==> src/rtl/sar_pkg.sv <==
package sar_pkg;
  // Strobes from the sequencer to the trial/result datapath
  typedef struct packed {
    logic load;    // start accepted: seed the trial register
    logic decide;  // settle the bit under trial this clock
    logic finish;  // this decision is the last one
  } sarStrobe_t;
endpackage

==> src/rtl/sar_ctrl.sv <==
module sar_ctrl
  import sar_pkg::*;
(
  input  logic       clk,
  input  logic       rstN,
  input  logic       startReq,
  input  logic       lastBit,
  output sarStrobe_t strobe,
  output logic       busy,
  output logic       done
);
  typedef enum logic {ST_IDLE, ST_CONV} state_t;
  state_t state, stateNext;

  always_comb begin
    strobe    = '0;
    stateNext = state;
    unique case (state)
      ST_IDLE: if (startReq) begin
        strobe.load = 1'b1;
        stateNext   = ST_CONV;
      end
      ST_CONV: begin
        strobe.decide = 1'b1;
        if (lastBit) begin
          strobe.finish = 1'b1;
          stateNext     = ST_IDLE;
        end
      end
      default: stateNext = ST_IDLE;
    endcase
  end

  always_ff @(posedge clk or negedge rstN) begin
    if (!rstN) begin
      state <= ST_IDLE;
      done  <= 1'b0;
    end else begin
      state <= stateNext;
      done  <= strobe.finish;
    end
  end

  assign busy = (state == ST_CONV);

  assert_done_pulse_R6: assert property (@(posedge clk) disable iff (!rstN)
    done |=> !done);
  assert_done_not_busy_R6: assert property (@(posedge clk) disable iff (!rstN)
    done |-> !busy);
  assert_start_ignored_R8: assert property (@(posedge clk) disable iff (!rstN)
    busy && !lastBit |=> busy);
  assert_start_busy_R2: assert property (@(posedge clk) disable iff (!rstN)
    strobe.load |=> busy);
endmodule

==> src/rtl/sar_datapath.sv <==
module sar_datapath
  import sar_pkg::*;
#(
  parameter int W = 8
) (
  input  logic         clk,
  input  logic         rstN,
  input  sarStrobe_t   strobe,
  input  logic         cmpHigh,
  output logic [W-1:0] trialCode,
  output logic [W-1:0] resultCode,
  output logic         lastBit
);
  localparam logic [W-1:0] TOP_ONE = {1'b1, {(W-1){1'b0}}};

  logic [W-1:0] ptr;        // one-hot marker of the bit under trial
  logic [W-1:0] ptrNext;
  logic [W-1:0] trialNext;

  for (genvar i = 0; i < W; i++) begin : g_bit
    localparam logic IS_TOP = (i == W - 1);
    logic setNext;
    if (i == W - 1) begin : g_top
      assign setNext = 1'b0;
    end else begin : g_low
      assign setNext = ptr[i+1];
    end
    assign trialNext[i] = strobe.load   ? IS_TOP :
                          strobe.decide ? (ptr[i] ? cmpHigh : (trialCode[i] | setNext)) :
                          trialCode[i];
  end

  assign ptrNext = strobe.load   ? TOP_ONE :
                   strobe.decide ? (ptr >> 1) : ptr;
  assign lastBit = ptr[0];

  always_ff @(posedge clk or negedge rstN) begin
    if (!rstN) begin
      ptr        <= '0;
      trialCode  <= '0;
      resultCode <= '0;
    end else begin
      ptr       <= ptrNext;
      trialCode <= trialNext;
      if (strobe.finish) resultCode <= trialNext;
    end
  end

  assert_ptr_onehot_R4: assert property (@(posedge clk) disable iff (!rstN)
    $onehot0(ptr));
  assert_seed_msb_R2: assert property (@(posedge clk) disable iff (!rstN)
    strobe.load |=> trialCode == TOP_ONE);
  assert_keep_bit_R3: assert property (@(posedge clk) disable iff (!rstN)
    strobe.decide && cmpHigh |=> (trialCode & $past(ptr)) != '0);
  assert_clear_bit_R3: assert property (@(posedge clk) disable iff (!rstN)
    strobe.decide && !cmpHigh |=> (trialCode & $past(ptr)) == '0);
  assert_result_hold_R7: assert property (@(posedge clk) disable iff (!rstN)
    !strobe.finish |=> $stable(resultCode));
endmodule

==> src/rtl/sar_core.sv <==
module sar_core
  import sar_pkg::*;
#(
  parameter int WIDTH = 8
) (
  input  logic             clk,
  input  logic             rstN,
  input  logic             startReq,
  input  logic             cmpHigh,
  output logic [WIDTH-1:0] dacCode,
  output logic [WIDTH-1:0] result,
  output logic             done,
  output logic             busy
);
  sarStrobe_t strobe;
  logic       lastBit;

  sar_ctrl i_ctrl (
    .clk(clk), .rstN(rstN), .startReq(startReq), .lastBit(lastBit),
    .strobe(strobe), .busy(busy), .done(done)
  );

  sar_datapath #(.W(WIDTH)) i_dp (
    .clk(clk), .rstN(rstN), .strobe(strobe), .cmpHigh(cmpHigh),
    .trialCode(dacCode), .resultCode(result), .lastBit(lastBit)
  );
endmodule

==> config.mk <==
export PLATFORM = sky130hd
export DESIGN_NAME = sar_core
export DESIGN_NICKNAME = d
export VERILOG_FILES = /design/src/rtl/sar_pkg.sv /design/src/rtl/sar_ctrl.sv /design/src/rtl/sar_datapath.sv /design/src/rtl/sar_core.sv
export SDC_FILE = /design/constraint.sdc
export NUM_CORES = 1
export LEC_CHECK = 0
export CAP_MARGIN = 30
export CORE_UTILIZATION = 23
export CTS_CLUSTER_DIAMETER = 40
export DETAILED_ROUTE_END_ITERATION = 16
export SLEW_MARGIN = 20
export SYNTH_ARGS = -nofsm -noshare
export SYNTH_HDL_FRONTEND = slang
export SYNTH_SLANG_ARGS = --single-unit
==> constraint.sdc <==
create_clock -name clk -period 1.3 [get_ports clk]
set_clock_uncertainty 0.1 [all_clocks]
set_input_delay 0.26 -clock clk [delete_from_list [all_inputs] [get_ports clk]]
set_output_delay 0.26 -clock clk [all_outputs]
set_load 0.05 [all_outputs]
==> metrics.txt <==
clk_lat worst skew=270 ps; setup TNS=0 ps; Seq cells post-synth=26; max frequency=about 0.78 GHz; Top delay family on crit path=flip-flops; first-pass GRT wire length=4.692 mm; Final GP Congestion=0.7741; antenna viol nets, final=0; fin. max-slew vios=0; Mapped Cells=99; IO Pins=22; Clock Tree Buf Depth=2; synthesized cell area=approximately 1200 sq um; average size of a mapped cell=about 12 sq um; Crit Path Max Fanout=7; Final Hold Viols=0; final wirelength=2.708 mm; Cell Count, Final, Fillers Out=197; P&R area growth vs syn=51.32%; Initial Utilization=0.2449; period utilization=0.9899; CTS Hold Bufs=0; R2R Setup Slk=80 ps; Unique masters post-synth=24; setup violators final=0; die width=73.85 microns; starting DRC count in detailed routing=50; power density over the cells=~3000 nW/um^2; Worst setup EP type=primary output; htree depth=1; Cell Chain, Critical Path=buf_12; RSZ-0062 raised after global routing=yes; row count=25; Buf/Inv on CP=1; GRT overflow=0; min-delay worst type=in -> async; clock-pin transition on the worst setup and hold timing paths=about 100 ps; Root Buffer=clkbuf_8; fin nets=about 140; WP data arrival=930 ps; die area=5454 sq um; Yosys Warn Count=0; final HPWL from detailed placement=2.003 mm; net count after synthesis=between 100 and 150; worst path required time=940 ps; leakage=0.0007888 uW; Die H=~74 microns; routed via count=896; sequential share of the synthesized area=0.5479; min Tclk post-route=1287 ps; Port Buffer Count=21; initial antenna violation count=0; TritonCTS clock tree=yes; core footprint=4848 sq um; run status=finished, final reports clean; drt first pass iters=3; CTS Sinks=26; vias in the first global route=960; layout cell share with drive strength beyond 1=0.3923; pin count of the biggest net entering global routing=16; GRT Util Overall=0.1141; routed length per instance=13.75 microns; Rel. slew slack=0.7580; Inserted Diodes=0; vias per inst=approximately 4.5; Worst-Margin Slew=roughly 360 ps; critical path type=reg -> out; MaxCap Viol Count=0; startpoint types=register; worst ir drop on vdd=0.0009458 V; DRC errors left=0; most common cell after layout, fill and taps aside=dfrtp_1; CTS buffer count=3; CP max stage cell=dfrtp_2; most frequent cells in the layout=25 x dfrtp_1, 18 x buf_12, 11 x nand2b_1, 11 x buf_4, 8 x nor3_1; CP max stage delay=490 ps; DP Cell Count=191
==> cells by family (layout without fill, tap and decap cells) <==
kind of cell	count (synthesis)	after routing	share of synthesized area
multiplexers	2	2	0.01791
flip-flops	26	26	0.5479
AND/OR/NAND/NOR	34	34	0.1686
AO/OA/AOI/OAI	30	30	0.2339
buffers and inverters	7	38	0.03160
==> metrics by stage <==
| step | setup slack, ps | total power (uW) | hold slack [ps] | cell area, sq um | util |
|---|---|---|---|---|---|
| floorplan | 0.2358 | 3230 | -135.6 | 1200 | - |
| CTS | -14.40 | 5385 | 222.5 | 1787 | 0.3685 |
| global placement | -242.6 | 4641 | 445.8 | 1708 | 0.3523 |
| finish | 13.17 | 5357 | 217.7 | 1797 | 0.3706 |
| detailed placement | -225.7 | 4688 | 463.7 | 1708 | 0.3523 |
| global route | -26.25 | 5632 | 235.8 | 1797 | 0.3706 |
==> registers in the layout (all words and copies together) (netlist names) <==
| register | flops |
|---|---|
| i_dp.trialCode | 8 |
| i_ctrl.done | 1 |
| i_dp.resultCode | 8 |
| i_dp.ptr | 8 |
| i_ctrl.busy | 1 |
==> final cells by class <==
cell class                      instances  area (sq um)
Tap cell                               67         83.83
Timing Repair Buffer                   32         475.5
Clock buffer                            3         41.29
Inverter                                2         10.01
Multi-Input combinational cell         66         504.2
Fill cell                             484          3052
Sequential cell                        26         651.9
Clock inverter                          1         30.03
==> power breakdown <==
part           switching (uW)  internal (uW)
Sequential                478           1150
Combinational            1540           1520
Clock                     256            412
==> repair_timing <==
item / in CTS / in global routing
buffers inserted: 1 / 1
endpoints found under the setup margin: 1 / 7
gates resized for setup: 0 / 1
==> routing by layer <==
layer / share of wire / global-route usage / vias up
met4: 0.0085 / 0.03846 / 0
met5: 0 / 0 / -
met1: 0.44 / 0.1419 / 458
met2: 0.52 / 0.1967 / 16
li1: - / - / 418
met3: 0.030 / 0.02195 / 4
==> final timing paths <==
check                                     end  cells past startpoint   startpoint
max                                      busy                      1  i_ctrl.busy
min                         i_dp.trialCode[6]                      2         rstN
max reg2reg                       i_dp.ptr[6]                      3  i_ctrl.busy
min reg2reg                 i_dp.trialCode[6]                      1  i_dp.ptr[6]
max in group asynchronous   i_dp.trialCode[1]                      2         rstN
min in group clk           i_dp.resultCode[6]                      3      cmpHigh
==> cells in the mapped netlist (all sizes together) <==
master | instances | area share
nand2b | 11 | 0.058
inv | 2 | 0.0063
nor2 | 3 | 0.012
a221oi | 6 | 0.076
buf | 5 | 0.025
nand2 | 4 | 0.015
a21bo | 6 | 0.051
a211oi | 1 | 0.011
nor2b | 7 | 0.043
dfrtp | 26 | 0.55
o31ai | 6 | 0.038
mux2 | 1 | 0.0095
mux2i | 1 | 0.0084
o21ai | 4 | 0.017
nor3 | 8 | 0.034
a22o | 4 | 0.030
a21oi | 3 | 0.013
and3b | 1 | 0.0074
Power figures use the tool's default switching activity.
